File: src/rtl/irq_neg_pkg.sv
package irq_neg_pkg;
  localparam int PRIO_W       = 6;
  localparam int PRIO_N       = 1 << PRIO_W;
  localparam int CS_W         = 2;
  localparam int HND_W        = 8;
  localparam int PAY_W        = 32;
  localparam int MSG_W        = CS_W + PRIO_W + HND_W + PAY_W;
  localparam int MSG_PRIO_LSB = HND_W + PAY_W;
  localparam int MSG_CS_LSB   = MSG_PRIO_LSB + PRIO_W;
  localparam int ADDR_W       = 40;

  typedef enum logic [2:0] {
    S_IDLE, S_BID, S_WAIT, S_DEQ, S_DISP
  } neg_state_e;
endpackage

File: src/rtl/irq_tbl_ptr.sv
module irq_tbl_ptr #(
  parameter int ADDR_W = irq_neg_pkg::ADDR_W,
  parameter int VEC_W  = irq_neg_pkg::PRIO_N
) (
  input  logic              clk,
  input  logic              rst_n,
  input  logic              wr_en,
  input  logic [ADDR_W-1:0] wr_addr,
  input  logic              wr_valid,
  input  logic              bc_valid,
  input  logic [ADDR_W-1:0] bc_addr,
  input  logic [VEC_W-1:0]  bc_vec,
  input  logic              rsp_valid,
  input  logic [VEC_W-1:0]  rsp_vec,
  output logic              rd_req,
  output logic [ADDR_W-1:0] rd_addr,
  output logic              evt_hit,
  output logic [VEC_W-1:0]  evt_vec
);
  logic [ADDR_W-1:0] addr_q;
  logic              vld_q;
  logic              rd_q;
  logic              bc_hit;

  always_ff @(posedge clk or negedge rst_n) begin
    if (!rst_n) begin
      addr_q <= '0;
      vld_q  <= 1'b0;
      rd_q   <= 1'b0;
    end else begin
      rd_q <= wr_en;
      if (wr_en) begin
        addr_q <= wr_addr;
        vld_q  <= wr_valid;
      end
    end
  end

  always_comb begin
    bc_hit  = bc_valid && vld_q && (bc_addr == addr_q);
    evt_hit = bc_hit || (rsp_valid && vld_q);
    evt_vec = bc_hit ? bc_vec : rsp_vec;
  end

  assign rd_req  = rd_q;
  assign rd_addr = addr_q;

  assert_rd_after_wr_R10: assert property (@(posedge clk) disable iff (!rst_n)
    wr_en |=> (rd_req && rd_addr == $past(wr_addr)));
endmodule

File: src/rtl/irq_prio_pick.sv
module irq_prio_pick #(
  parameter int PRIO_W = irq_neg_pkg::PRIO_W,
  localparam int N     = 1 << PRIO_W
) (
  input  logic [N-1:0]      vec,
  input  logic [PRIO_W-1:0] cur_prio,
  output logic              any,
  output logic [PRIO_W-1:0] idx
);
  logic [N-1:0] en;

  for (genvar g = 0; g < N; g++) begin : g_en
    assign en[g] = vec[g] && (PRIO_W'(g) > cur_prio);
  end

  always_comb begin
    any = 1'b0;
    idx = '0;
    for (int i = 0; i < N; i++) begin
      if (en[i]) begin
        any = 1'b1;
        idx = PRIO_W'(i);
      end
    end
  end
endmodule

File: src/rtl/irq_bid_fsm.sv
module irq_bid_fsm
  import irq_neg_pkg::*;
(
  input  logic              clk,
  input  logic              rst_n,
  input  logic              evt_hit,
  input  logic              pick_any,
  input  logic [PRIO_W-1:0] pick_idx,
  input  logic              bid_grant,
  input  logic              bid_deny,
  input  logic              deq_ack,
  input  logic [MSG_W-1:0]  deq_msg,
  output logic              bid_req,
  output logic [PRIO_W-1:0] bid_prio,
  output logic              deq_req,
  output logic [PRIO_W-1:0] deq_prio,
  output logic              disp_valid,
  output logic [CS_W-1:0]   disp_cs,
  output logic [PRIO_W-1:0] disp_prio,
  output logic [MSG_W-1:0]  disp_msg,
  output logic [PRIO_W-1:0] cur_prio
);
  neg_state_e        state_q, state_d;
  logic [PRIO_W-1:0] sel_q;
  logic [MSG_W-1:0]  msg_q;
  logic [PRIO_W-1:0] prio_q;
  logic              sel_en, msg_en, prio_en;

  always_comb begin
    state_d = state_q;
    sel_en  = 1'b0;
    msg_en  = 1'b0;
    prio_en = 1'b0;
    case (state_q)
      S_IDLE: if (evt_hit && pick_any) begin
        state_d = S_BID;
        sel_en  = 1'b1;
      end
      S_BID:  state_d = S_WAIT;
      S_WAIT: if (bid_grant) state_d = S_DEQ;
              else if (bid_deny) state_d = S_IDLE;
      S_DEQ:  if (deq_ack) begin
        state_d = S_DISP;
        msg_en  = 1'b1;
      end
      S_DISP: begin
        state_d = S_IDLE;
        prio_en = 1'b1;
      end
      default: state_d = S_IDLE;
    endcase
  end

  always_ff @(posedge clk or negedge rst_n) begin
    if (!rst_n) begin
      state_q <= S_IDLE;
      sel_q   <= '0;
      msg_q   <= '0;
      prio_q  <= '0;
    end else begin
      state_q <= state_d;
      if (sel_en)  sel_q  <= pick_idx;
      if (msg_en)  msg_q  <= deq_msg;
      if (prio_en) prio_q <= msg_q[MSG_PRIO_LSB +: PRIO_W];
    end
  end

  assign bid_req    = (state_q == S_BID);
  assign bid_prio   = sel_q;
  assign deq_req    = (state_q == S_DEQ);
  assign deq_prio   = sel_q;
  assign disp_valid = (state_q == S_DISP);
  assign disp_cs    = msg_q[MSG_CS_LSB +: CS_W];
  assign disp_prio  = msg_q[MSG_PRIO_LSB +: PRIO_W];
  assign disp_msg   = msg_q;
  assign cur_prio   = prio_q;

  assert_bid_pulse_R4: assert property (@(posedge clk) disable iff (!rst_n)
    bid_req |=> !bid_req);
  assert_bid_above_R5: assert property (@(posedge clk) disable iff (!rst_n)
    bid_req |-> (bid_prio > cur_prio));
  assert_deny_idle_R6: assert property (@(posedge clk) disable iff (!rst_n)
    (state_q == S_WAIT && bid_deny && !bid_grant) |=> (!bid_req && !deq_req && !disp_valid));
  assert_disp_after_ack_R8: assert property (@(posedge clk) disable iff (!rst_n)
    disp_valid |-> $past(deq_req && deq_ack));
  assert_prio_load_R9: assert property (@(posedge clk) disable iff (!rst_n)
    disp_valid |=> (cur_prio == $past(disp_prio)));
endmodule

File: src/rtl/irq_negotiator.sv
module irq_negotiator
  import irq_neg_pkg::*;
(
  input  logic              clk,
  input  logic              rst_n,
  input  logic              tp_wr_en,
  input  logic [ADDR_W-1:0] tp_wr_addr,
  input  logic              tp_wr_valid,
  output logic              rd_req,
  output logic [ADDR_W-1:0] rd_addr,
  input  logic              rd_rsp_valid,
  input  logic [PRIO_N-1:0] rd_rsp_vec,
  input  logic              bc_valid,
  input  logic [ADDR_W-1:0] bc_addr,
  input  logic [PRIO_N-1:0] bc_vec,
  output logic              bid_req,
  output logic [PRIO_W-1:0] bid_prio,
  input  logic              bid_grant,
  input  logic              bid_deny,
  output logic              deq_req,
  output logic [PRIO_W-1:0] deq_prio,
  input  logic              deq_ack,
  input  logic [MSG_W-1:0]  deq_msg,
  output logic              disp_valid,
  output logic [CS_W-1:0]   disp_cs,
  output logic [PRIO_W-1:0] disp_prio,
  output logic [MSG_W-1:0]  disp_msg,
  output logic [PRIO_W-1:0] cur_prio
);
  logic [1:0]        rst_sync_q;
  logic              rst_int_n;
  logic              evt_hit;
  logic [PRIO_N-1:0] evt_vec;
  logic              pick_any;
  logic [PRIO_W-1:0] pick_idx;

  always_ff @(posedge clk or negedge rst_n) begin
    if (!rst_n) rst_sync_q <= 2'b00;
    else        rst_sync_q <= {rst_sync_q[0], 1'b1};
  end
  assign rst_int_n = rst_sync_q[1];

  irq_tbl_ptr #(.ADDR_W(ADDR_W), .VEC_W(PRIO_N)) u_tbl (
    .clk(clk), .rst_n(rst_int_n),
    .wr_en(tp_wr_en), .wr_addr(tp_wr_addr), .wr_valid(tp_wr_valid),
    .bc_valid(bc_valid), .bc_addr(bc_addr), .bc_vec(bc_vec),
    .rsp_valid(rd_rsp_valid), .rsp_vec(rd_rsp_vec),
    .rd_req(rd_req), .rd_addr(rd_addr),
    .evt_hit(evt_hit), .evt_vec(evt_vec)
  );

  irq_prio_pick #(.PRIO_W(PRIO_W)) u_pick (
    .vec(evt_vec), .cur_prio(cur_prio), .any(pick_any), .idx(pick_idx)
  );

  irq_bid_fsm u_fsm (
    .clk(clk), .rst_n(rst_int_n),
    .evt_hit(evt_hit), .pick_any(pick_any), .pick_idx(pick_idx),
    .bid_grant(bid_grant), .bid_deny(bid_deny),
    .deq_ack(deq_ack), .deq_msg(deq_msg),
    .bid_req(bid_req), .bid_prio(bid_prio),
    .deq_req(deq_req), .deq_prio(deq_prio),
    .disp_valid(disp_valid), .disp_cs(disp_cs), .disp_prio(disp_prio),
    .disp_msg(disp_msg), .cur_prio(cur_prio)
  );
endmodule

File: config.mk
export PLATFORM = sky130hd
export DESIGN_NAME = irq_negotiator
export DESIGN_NICKNAME = d
export VERILOG_FILES = /design/src/rtl/irq_neg_pkg.sv /design/src/rtl/irq_tbl_ptr.sv /design/src/rtl/irq_prio_pick.sv /design/src/rtl/irq_bid_fsm.sv /design/src/rtl/irq_negotiator.sv
export SDC_FILE = /design/constraint.sdc
export NUM_CORES = 1
export LEC_CHECK = 0
export BUFFER_PORTS_ARGS = -buffer_cell sky130_fd_sc_hd__clkbuf_2
export CORE_AREA = 4 4 149 151
export CTS_BUF_LIST = sky130_fd_sc_hd__clkbuf_16
export CTS_CLUSTER_SIZE = 14
export DETAILED_ROUTE_END_ITERATION = 8
export DIE_AREA = 0 0 153 155
export PLACE_DENSITY = 0.66
export REMOVE_ABC_BUFFERS = 1
export SLEW_MARGIN = 40
export SYNTH_ARGS = -nofsm -noshare
export SYNTH_HDL_FRONTEND = slang
export SYNTH_HIERARCHICAL = 1
export SYNTH_SLANG_ARGS = --single-unit
File: constraint.sdc
create_clock -name clk -period 3.66 [get_ports clk]
set_clock_uncertainty 0.1 [all_clocks]
set_input_delay 0.366 -clock clk [delete_from_list [all_inputs] [get_ports clk]]
set_output_delay 0.366 -clock clk [all_outputs]
set_load 0.05 [all_outputs]
After elaboration in Yosys (flattened, before gate mapping). Index checks and enable logic that the tools add are counted.

Flip-flop bits (word level): 107. Latch bits: 0. Bits in writable memories: 0. ROM bits: 0. Word-level logic and storage cells: 289. Memories: 0.

Add/subtract/negate cells: 0. $mul: 0. Divide/modulo/power cells: 0. $lt $le $gt $ge: 64. Equal/unequal tests: 8. Shift-type cells: 0. Multiplexer cells: 138. Bitwise gates (word level): 0. Reductions and logical operators: 71.

Operator list (number): > comparator 6 bit, first input constant (32); 2-to-1 mux 6 bit (32); > comparator 5 x 6 -> 1 bit, first input constant (16); 2-to-1 mux 5 bit (16); 2-to-1 mux 1 bit (70); logical AND 1 bit (68); 2-to-1 mux 64 bit (1); > comparator 4 x 6 -> 1 bit, first input constant (8); == test 40 bit (1); 2-to-1 mux 4 bit (8); > comparator 3 x 6 -> 1 bit, first input constant (4); 2-to-1 mux 3 bit (8); > comparator 1 x 6 -> 1 bit, first input constant (2); > comparator 2 x 6 -> 1 bit, first input constant (2); one-hot mux 3 bit (4 select lines) (1); == test 3 x 2 -> 1 bit, second input constant (2); 2-to-1 mux 2 bit (2); != test 2 x 1 -> 1 bit, second input constant (2); == test 3 x 1 -> 1 bit, second input constant (1); == test 3 bit, second input constant (1); zero test 3 bit (1); != test 3 bit, second input constant (1); AND reduction 3 bit (1); logical OR 1 bit (1).

Longest topological paths before layout. Gate-level depths: netlist of run 1.

Word-level depth: 71. Depth in mapped cells: 17. Depth with buffers taken out: 15.

Cells and area by module. The synthesis of run 1 kept the hierarchy.

Modules (own cells, without submodules): irq_tbl_ptr (instances 1, cells each 218, area each 2956.6 um^2, sequential area each 1051.0 um^2); irq_bid_fsm (instances 1, cells each 163, area each 2549.9 um^2, sequential area each 1576.5 um^2); irq_prio_pick (instances 1, cells each 334, area each 2033.2 um^2, sequential area each 0.0 um^2); irq_negotiator (instances 1, cells each 3, area each 53.8 um^2, sequential area each 50.0 um^2).

Worst setup path before layout of run 1. OpenSTA, ideal clock, no wires.

Path type: register to register. Start point: register u_tbl.addr_q[14] (netlist: u_tbl/rd_addr[14]). End point: register u_fsm.sel_q[0] (netlist: u_fsm/bid_prio[0]). Library setup time: 0.125 ns. Data arrival time: 3.815 ns. Data required time: 3.435 ns. Slack: -0.380 ns. Cell stages (with the launch flop): 18. Path buffers: 2. Period minus slack after synthesis: 4.040 ns. Path through: dfrtp_1 xor2_1 a211o_1 nor4_1 nand4_1 buf_4 buf_6 mux2_4 or3b_2 a21oi_1 o22a_1 nor2_1 nand3_1 nor2_1 nand4_1 nand2_1 nor4_2 mux2_2.

RTL lines: start: declaration (line irq_tbl_ptr.sv:20) `logic [ADDR_W-1:0] addr_q;`; start signal: assignment (line irq_tbl_ptr.sv:33) `addr_q <= wr_addr;`; == test 40 bit (line irq_tbl_ptr.sv:40) `bc_hit = bc_valid && vld_q && (bc_addr == addr_q);`; logical AND 1 bit (line irq_tbl_ptr.sv:40); 2-to-1 mux 64 bit (line irq_tbl_ptr.sv:42) `evt_vec = bc_hit ? bc_vec : rsp_vec;`; net evt_vec[53] (line irq_negotiator.sv:33) `logic [PRIO_N-1:0] evt_vec;`; logical AND 1 bit (line irq_prio_pick.sv:13) `assign en[g] = vec[g] && (PRIO_W'(g) > cur_prio);`; 2-to-1 mux 1 bit (11 in a row) (line irq_prio_pick.sv:20) `if (en[i]) begin`; net pick_any (line irq_negotiator.sv:34) `logic pick_any;`; logical AND 1 bit (line irq_bid_fsm.sv:35) `S_IDLE: if (evt_hit && pick_any) begin`; 2-to-1 mux 1 bit (line irq_bid_fsm.sv:35); 2-to-1 mux 1 bit (line irq_bid_fsm.sv:34) `case (state_q)`; end signal: assignment (line irq_bid_fsm.sv:62) `if (sel_en) sel_q <= pick_idx;`; end: declaration (line irq_bid_fsm.sv:24) `logic [PRIO_W-1:0] sel_q;`.

The timed path passes the listed nets, and every way through them passes these cells. A chain may end at the register's enable or synchronous reset.

Worst setup path in the final report of run 1.
Start point: register u_tbl.addr_q[35] (netlist: u_tbl/rd_addr[35]). End point: register u_fsm.sel_q[1] (netlist: u_fsm/bid_prio[1]).

RTL lines: == test 40 bit (line irq_tbl_ptr.sv:40); logical AND 1 bit (line irq_tbl_ptr.sv:40); 2-to-1 mux 64 bit (line irq_tbl_ptr.sv:42); net evt_vec[23] (line irq_negotiator.sv:33); logical AND 1 bit (line irq_prio_pick.sv:13); 2-to-1 mux 5 bit (9 in a row) (line irq_prio_pick.sv:20); 2-to-1 mux 6 bit (32 in a row) (line irq_prio_pick.sv:20); net pick_idx[1] (line irq_negotiator.sv:35) `logic [PRIO_W-1:0] pick_idx;`.

The timed path passes the listed nets, and every way through them passes these cells.

==> metrics.md, run 1 <==
| Metric | Value |
|---|---|
| Status | finished with violations |
| Failing checks | setup timing |
| Commonest non-fill, non-tap cell in the layout | clkbuf_2 |
| Setup violators final | 7 |
| Slew HR | 48.1% |
| Largest net degree at the start of global routing | 43 |
| RD Place Congestion | 0.939 |
| DR iter-0 viols | 526 |
| Layout Area Growth over Synthesis | 47.8% |
| Pwr Total | 0.00762 W |
| CP startpoint kind | flip-flop |
| Die Y | 155 µm |
| Crit share post-route | 109% |
| CTS Sinks | 107 |
| Initial Utilization | 36.4% |
| Initial antenna violation count | 9 |
| Die area | 23700 µm² |
| Slew Limit Fails | 0 |
| Rows | 53 |
| Worst-Margin Slew | 778 ps |
| Via-to-Cell Ratio | 5.18 |
| Width of the die | 153 µm |
| Critical path endpoint category | flip-flop |
| Routed WL | 28.7 mm |
| Peak VDD IR | 0.743 mV |
| WS Path Type | reg -> reg |
| Fmax achieved | 250 MHz |
| Most frequent cells in the layout | 379 x clkbuf_2, 134 x buf_4, 106 x dfrtp_1 |
| Crit path max fanout | 8 |
| I/O pin total | 383 |
| RSZ-0062 raised after global routing | yes |
| # Max-Cap Violations | 0 |
| Crit path time final | 3990 ps |
| WP data required | 3790 ps |
| Final WS setup | -334 ps |
| Vias | 7680 |
| Post-Syn Area | 7580 µm² |
| Clock slew at reported path FFs | 80 ps |
| Pleak | 5.57 nW |
| Dpl hpwl | 22.8 mm |
| H-Tree Depth | 3 |
| CTS buffer count | 9 |
| FILL cells | 1926 |
| Core Box Area | 20800 µm² |
| Initial DRT Pass Iterations | 8 |
| Final Hold Viols | 0 |
| HP Class | reg -> async |
| Worst skew pair latency | 340 ps |
| Total Routing Usage GR | 22.9% |
| Global-route wire length before repair | 43.2 mm |
| Critical Path AT | 4130 ps |
| Slowest stage delay, CP | 400 ps |
| # DRC | 0 |
| Proportion of layout cells with a drive suffix above 1 | 63.0% |
| Worst-case hold slack | 144 ps |
| Port bufs | 380 |
| CTS tree | built |
| Gr ovfl total | 0 |
| Nets@finish | 1463 |
| CP max stage cell | dfrtp_1 |
| Routed wire per std cell | 19.4 µm |
| Ys Warns | 6 |
| CP Cell Sequence | xnor2_1, nand4_1, nor4_4, nand4_1, buf_12, buf_12, mux2_4, nor2b_1, o311a_1, o21ai_0, a21o_1, or3b_4, a311oi_2, a21oi_1, mux2_2 |
| Number of global-route vias before repair | 8019 |
| PD cells | 680 nW/µm² |
| Max clock buf depth | 2 |
| Clock root cell | clkbuf_16 |
| Post-Synthesis Cells | 717 |
| Synthesized area per cell | 10.6 µm² |
| Routed Antenna Nets | 0 |
report_power, final:
part / switching [W] / internal (W)
registers: 0.000375 / 0.00155
logic: 0.00309 / 0.00159
clock network: 0.000475 / 0.000544
worst max-delay path: cells and delay by family (launching register included):
family | cells | cell delay, ps
xor gates and xnor gates | 1 | 200
AOI/OAI and AO/OA | 5 | 1020
muxes | 2 | 580
and+or+nand+nor | 5 | 1250
buffers and inverters | 2 | 340
DFF | 1 | 400
metal layers:
metal / vias up / track usage, % / wire length (µm)
li1: 3599 / - / -
met1: 3637 / 26.2 / 10600
met2: 371 / 40.8 / 14800
met3: 63 / 6.29 / 2380
met4: 10 / 8.70 / 777
met5: - / 0 / 74
final cells by class:
type	count	area (µm²)	area share (%)
clock buffers	9	225	2.01
multi-input cells	535	4690	41.8
well taps	275	344	3.07
diodes	4	10.0	0.0893
clock inverters	7	86.3	0.770
flip-flops and latches	107	2680	23.9
repair buffers	526	3100	27.7
inverters	19	71.3	0.636
stage by stage:
step           area (µm²)  worst slack (ps)  util [%]  TNS [ps]  std cells
6_report            11200              -334      53.8     -2010       1482
5_1_grt             11200              -516      53.8     -3320       1482
4_1_cts             11000              -232      52.9     -1300       1473
3_5_place_dp        10400              -707      50.1     -4620       1443
3_3_place_gp        10400              -612      49.9     -4050       1442
2_1_floorplan        7180             -3170         -    -22020        661
flip-flops by register name, summed over array words and instances, names as in the netlist:
| signal | cells |
|---|---|
| u_fsm/bid_prio | 6 |
| u_fsm/state_q | 3 |
| u_tbl/vld_q | 1 |
| u_tbl/rd_addr | 40 |
| u_tbl/rd_req | 1 |
| u_fsm/cur_prio | 6 |
| rst_sync_q | 2 |
| u_fsm/disp_msg | 48 |
worst paths after layout:
check	startpoint	end	slack [ps]	depth (start not counted)
min	rst_sync_q[1]	u_fsm/disp_msg[34]	140	0
min in group clk	deq_msg[11]	u_fsm/disp_msg[11]	150	2
max reg2reg	u_tbl/rd_addr[35]	u_fsm/bid_prio[1]	-330	15
max	u_tbl/rd_addr[35]	u_fsm/bid_prio[1]	-330	15
min reg2reg	rst_sync_q[1]	u_fsm/disp_msg[34]	140	0
max in group asynchronous	rst_sync_q[1]	u_fsm/disp_msg[40]	2680	1
repair_timing:
| action | 4_1_cts | 5_1_grt |
|---|---|---|
| pin swaps | 15 | 10 |
| buffers inserted | 14 | 5 |
| hold buffers | 1 | 0 |
| gates resized for setup | 33 | 34 |
| setup endpoints to repair | 7 | 7 |
| endpoints found under the hold margin | 2 | 0 |
(Power assumes the default switching activity.)
==> inputs of run 2 (changes only) <==
CORE_AREA = 4 4 148 150   (was 4 4 149 151)
DIE_AREA = 0 0 152 154   (was 0 0 153 155)
PLACE_DENSITY = 0.67   (was 0.66)
SYNTH_HIERARCHICAL = unset   (was 1)
==> run 2 against run 1 <==
Net effect: the flow now finishes without violations; maximum frequency rose by 12%; wire length is 9.8% higher; setup slack gained 430 ps; clock-buffer cell count is the same; cell area down 2.3%; largest cell class unchanged; synthesized cell count grew 25%; non-clock buffer count shrank 52; combinational power shrank 5.8%; flip-flop and latch count unchanged; critical endpoint is now u_fsm.bid_prio[4]; register-to-register slack improved by 430 ps; cell count grew 8.2%; via count increased by 12%.
==> metrics.md, run 2 <==
| Metric | Value |
|---|---|
| Status | completed |
| Clock root cell | clkbuf_16 |
| Dpl ws | -241 ps (+466 ps) |
| CP Cell Sequence | xor2_1, nor4_2, buf_4, and4_2, buf_4, a31oi_1, o21a_1, or4b_4, nand4b_4, nor3_4, a21oi_4, buf_4, a41oi_2 |
| Port bufs | 380 (unchanged) |
| Worst Hold Launch | deq_msg[22] |
| Post-synth ARST share | 100% |
| Ys Warns | 0 (-6) |
| Setup violators final | 0 (-7) |
| CTS tree | built |
| Clock slew at reported path FFs | 90 ps (about the same) |
| Critical path endpoint category | flip-flop |
| Pleak | 5.50 nW (-1.2%) |
| Layout Area Growth over Synthesis | 44.5% |
| Crit path from | u_tbl.rd_addr[22] |
| Slew HR | 52.0% (+3.9 points) |
| Vias | 8576 (+12%) |
| # DRC | 0 (unchanged) |
| Critical R2R Launch | u_tbl.rd_addr[22] |
| Design Area, Final | 10900 µm² (-2.3%) |
| Crit path time final | 3560 ps (-431 ps) |
| Sequential area share after synthesis | 35.3% |
| Rows | 53 (unchanged) |
| Post-synth top area share | 35.3% |
| I/O pin total | 383 (unchanged) |
| Slew Limit Fails | 0 (unchanged) |
| CP startpoint kind | flip-flop |
| Post-Synthesis Cells | 898 (+25%) |
| Max clock buf depth | 2 (unchanged) |
| Via-to-Cell Ratio | 5.35 (+3.2%) |
| Crit share post-route | 97.4% (-12 points) |
| H-Tree Depth | 3 (unchanged) |
| # Max-Cap Violations | 0 (unchanged) |
| HP Class | in -> reg |
| Util after Layout | 52.9% (-0.91 points) |
| Total Routing Usage GR | 25.5% (+2.6 points) |
| Die Y | 154 µm (-0.65%) |
| Commonest cells post-synth | 236 x nand2_1, 107 x dfrtp_1, 63 x mux2_2 |
| Core Box Area | 20700 µm² (-0.64%) |
| Dpl hpwl | 26.0 mm (+14%) |
| Pwr Total | 0.00729 W (-4.3%) |
| CP max stage cell | or4b_4 |
| Commonest non-fill, non-tap cell in the layout | clkbuf_2 |
| Most frequent cells in the layout | 379 x clkbuf_2, 236 x nand2_1, 106 x dfrtp_1 |
| CP most frequent cell | buf_4 |
| PD cells | 666 nW/µm² (-2.0%) |
| Max reg flops | 48 (unchanged) |
| Placed inst area | 10200 µm² (-2.1%) |
| Peak VDD IR | 0.592 mV (-20%) |
| Routed wire per std cell | 19.7 µm (+1.5%) |
| Post-Syn Area | 7580 µm² (about the same) |
| Initial DRT Pass Iterations | 5 (-3) |
| Fin cells | 1604 (+8.2%) |
| Worst-Margin Slew | 720 ps (-58.2 ps) |
| Largest net degree at the start of global routing | 50 (+16%) |
| Proportion of layout cells with a drive suffix above 1 | 46.6% (-16 points) |
| WP data required | 3830 ps (+40 ps) |
| Routed Antenna Nets | 0 (unchanged) |
| Nets@finish | 1588 (+8.5%) |
| Placed cells | 1575 (+9.1%) |
| Gr ovfl total | 0 (unchanged) |
| Critical Path AT | 3730 ps (-400 ps) |
| Initial antenna violation count | 3 (-6) |
| Synth area leaders | dfrtp_1 35%, nand2_1 12%, mux2_2 9.4% |
| Final Hold Viols | 0 (unchanged) |
| Die area | 23400 µm² (-1.3%) |
| Yosys top cell by area | dfrtp_1 |
| Global-route wire length before repair | 47.7 mm (+11%) |
| Worst skew pair latency | 360 ps (+20 ps) |
| CTS buffer count | 9 (unchanged) |
| RD Place Congestion | 0.956 (+1.7%) |
| Width of the die | 152 µm (-0.65%) |
| Number of flops mapped to enable cells by yosys | 0 |
| Top-count cell post-synth | nand2_1 |
| Number of global-route vias before repair | 8527 (+6.3%) |
| Synthesized area per cell | 8.44 µm² (-20%) |
| DR iter-0 viols | 498 (-5.3%) |
| Fmax achieved | 281 MHz (+12%) |
| Slowest stage delay, CP | 520 ps (+120 ps) |
| Crit path max fanout | 6 (-2) |
| CTS Sinks | 107 (unchanged) |
| Post-synthesis register bit count | 107 |
| Routed WL | 31.5 mm (+9.8%) |
| Initial Utilization | 36.6% (+0.20 points) |
| Ys flop type | dfrtp_1 |
| WS Path Type | reg -> reg |
| Netlist cell types | 76 |
| Final WS setup | 96.7 ps (+431 ps) |
## run 2: path summary, 6_finish.rpt
kind                                      endpoint  slack (ps)  cells after the start
max in group asynchronous       u_fsm.disp_msg[44]        2340                      2
worst max-delay path             u_fsm.bid_prio[4]         100                     13
worst max register to register   u_fsm.bid_prio[4]         100                     13
min in group asynchronous        u_tbl.rd_addr[14]         190                      0
worst min register to register   u_tbl.rd_addr[14]         190                      0
worst min-delay path            u_fsm.disp_msg[22]          90                      3
## run 2: critical path, delay by kind of cell, from the launching register on
family / cells / cell delay (ps)
xor gates and xnor gates: 1 / 160
and+or+nand+nor: 5 / 1700
buffers and inverters: 3 / 480
DFF: 1 / 420
AOI/OAI and AO/OA: 4 / 620
## run 2: stage by stage
| stage | setup TNS [ps] | hold slack, ps |
|---|---|---|
| 6_report | 0 | 94.0 |
| 5_1_grt | -51.6 | 83.6 |
| 4_1_cts | 0 | 81.9 |
| 3_5_place_dp | -1270 | 56.3 |
| 3_3_place_gp | -585 | 52.7 |
| 2_1_floorplan | -8230 | -29.6 |
## run 2: cell families (layout without fill, tap and decap cells)
kind of cell | Yosys count | count (layout) | synth area share (%)
and+or+nand+nor | 395 | 395 | 24.4
AOI/OAI and AO/OA | 181 | 181 | 16.2
DFF | 107 | 107 | 35.3
muxes | 102 | 102 | 14.5
buffers and inverters | 70 | 500 | 4.61
xor gates and xnor gates | 42 | 42 | 4.86
other | 1 | 2 | 0.0495
## run 2: cell type report
cell class                      count  area (µm²)
Clock buffer                        9         225
Tap cell                          275         344
Antenna cell                        1        2.50
Multi-Input combinational cell    721        4870
Timing Repair Buffer              474        2710
Clock inverter                      7        86.3
Sequential cell                   107        2680
Fill cell                        1978        9740
Inverter                           10        37.5
## run 2: where the power goes
group	leakage, nW	switching, W	internal (W)	total [W]
Clock	0.152	0.000520	0.000496	0.00102
Sequential	1.29	0.000345	0.00152	0.00187
Combinational	4.06	0.00308	0.00133	0.00441
## run 2: what timing repair did
item	4_1_cts	5_1_grt
hold endpoints to repair	2	0
hold buffers	1	0
endpoints found under the setup margin	6	7
pin swaps	2	25
setup buffers	0	10
cloned	0	1
gates resized for setup	12	59
## run 2: per-layer routing
layer | up-vias | track usage, % | routed length, µm
li1 | 4048 | - | -
met1 | 4054 | 31.6 | 12500
met2 | 397 | 43.3 | 15400
met3 | 73 | 6.05 | 2480
met4 | 4 | 9.42 | 1150
met5 | - | 0 | 26
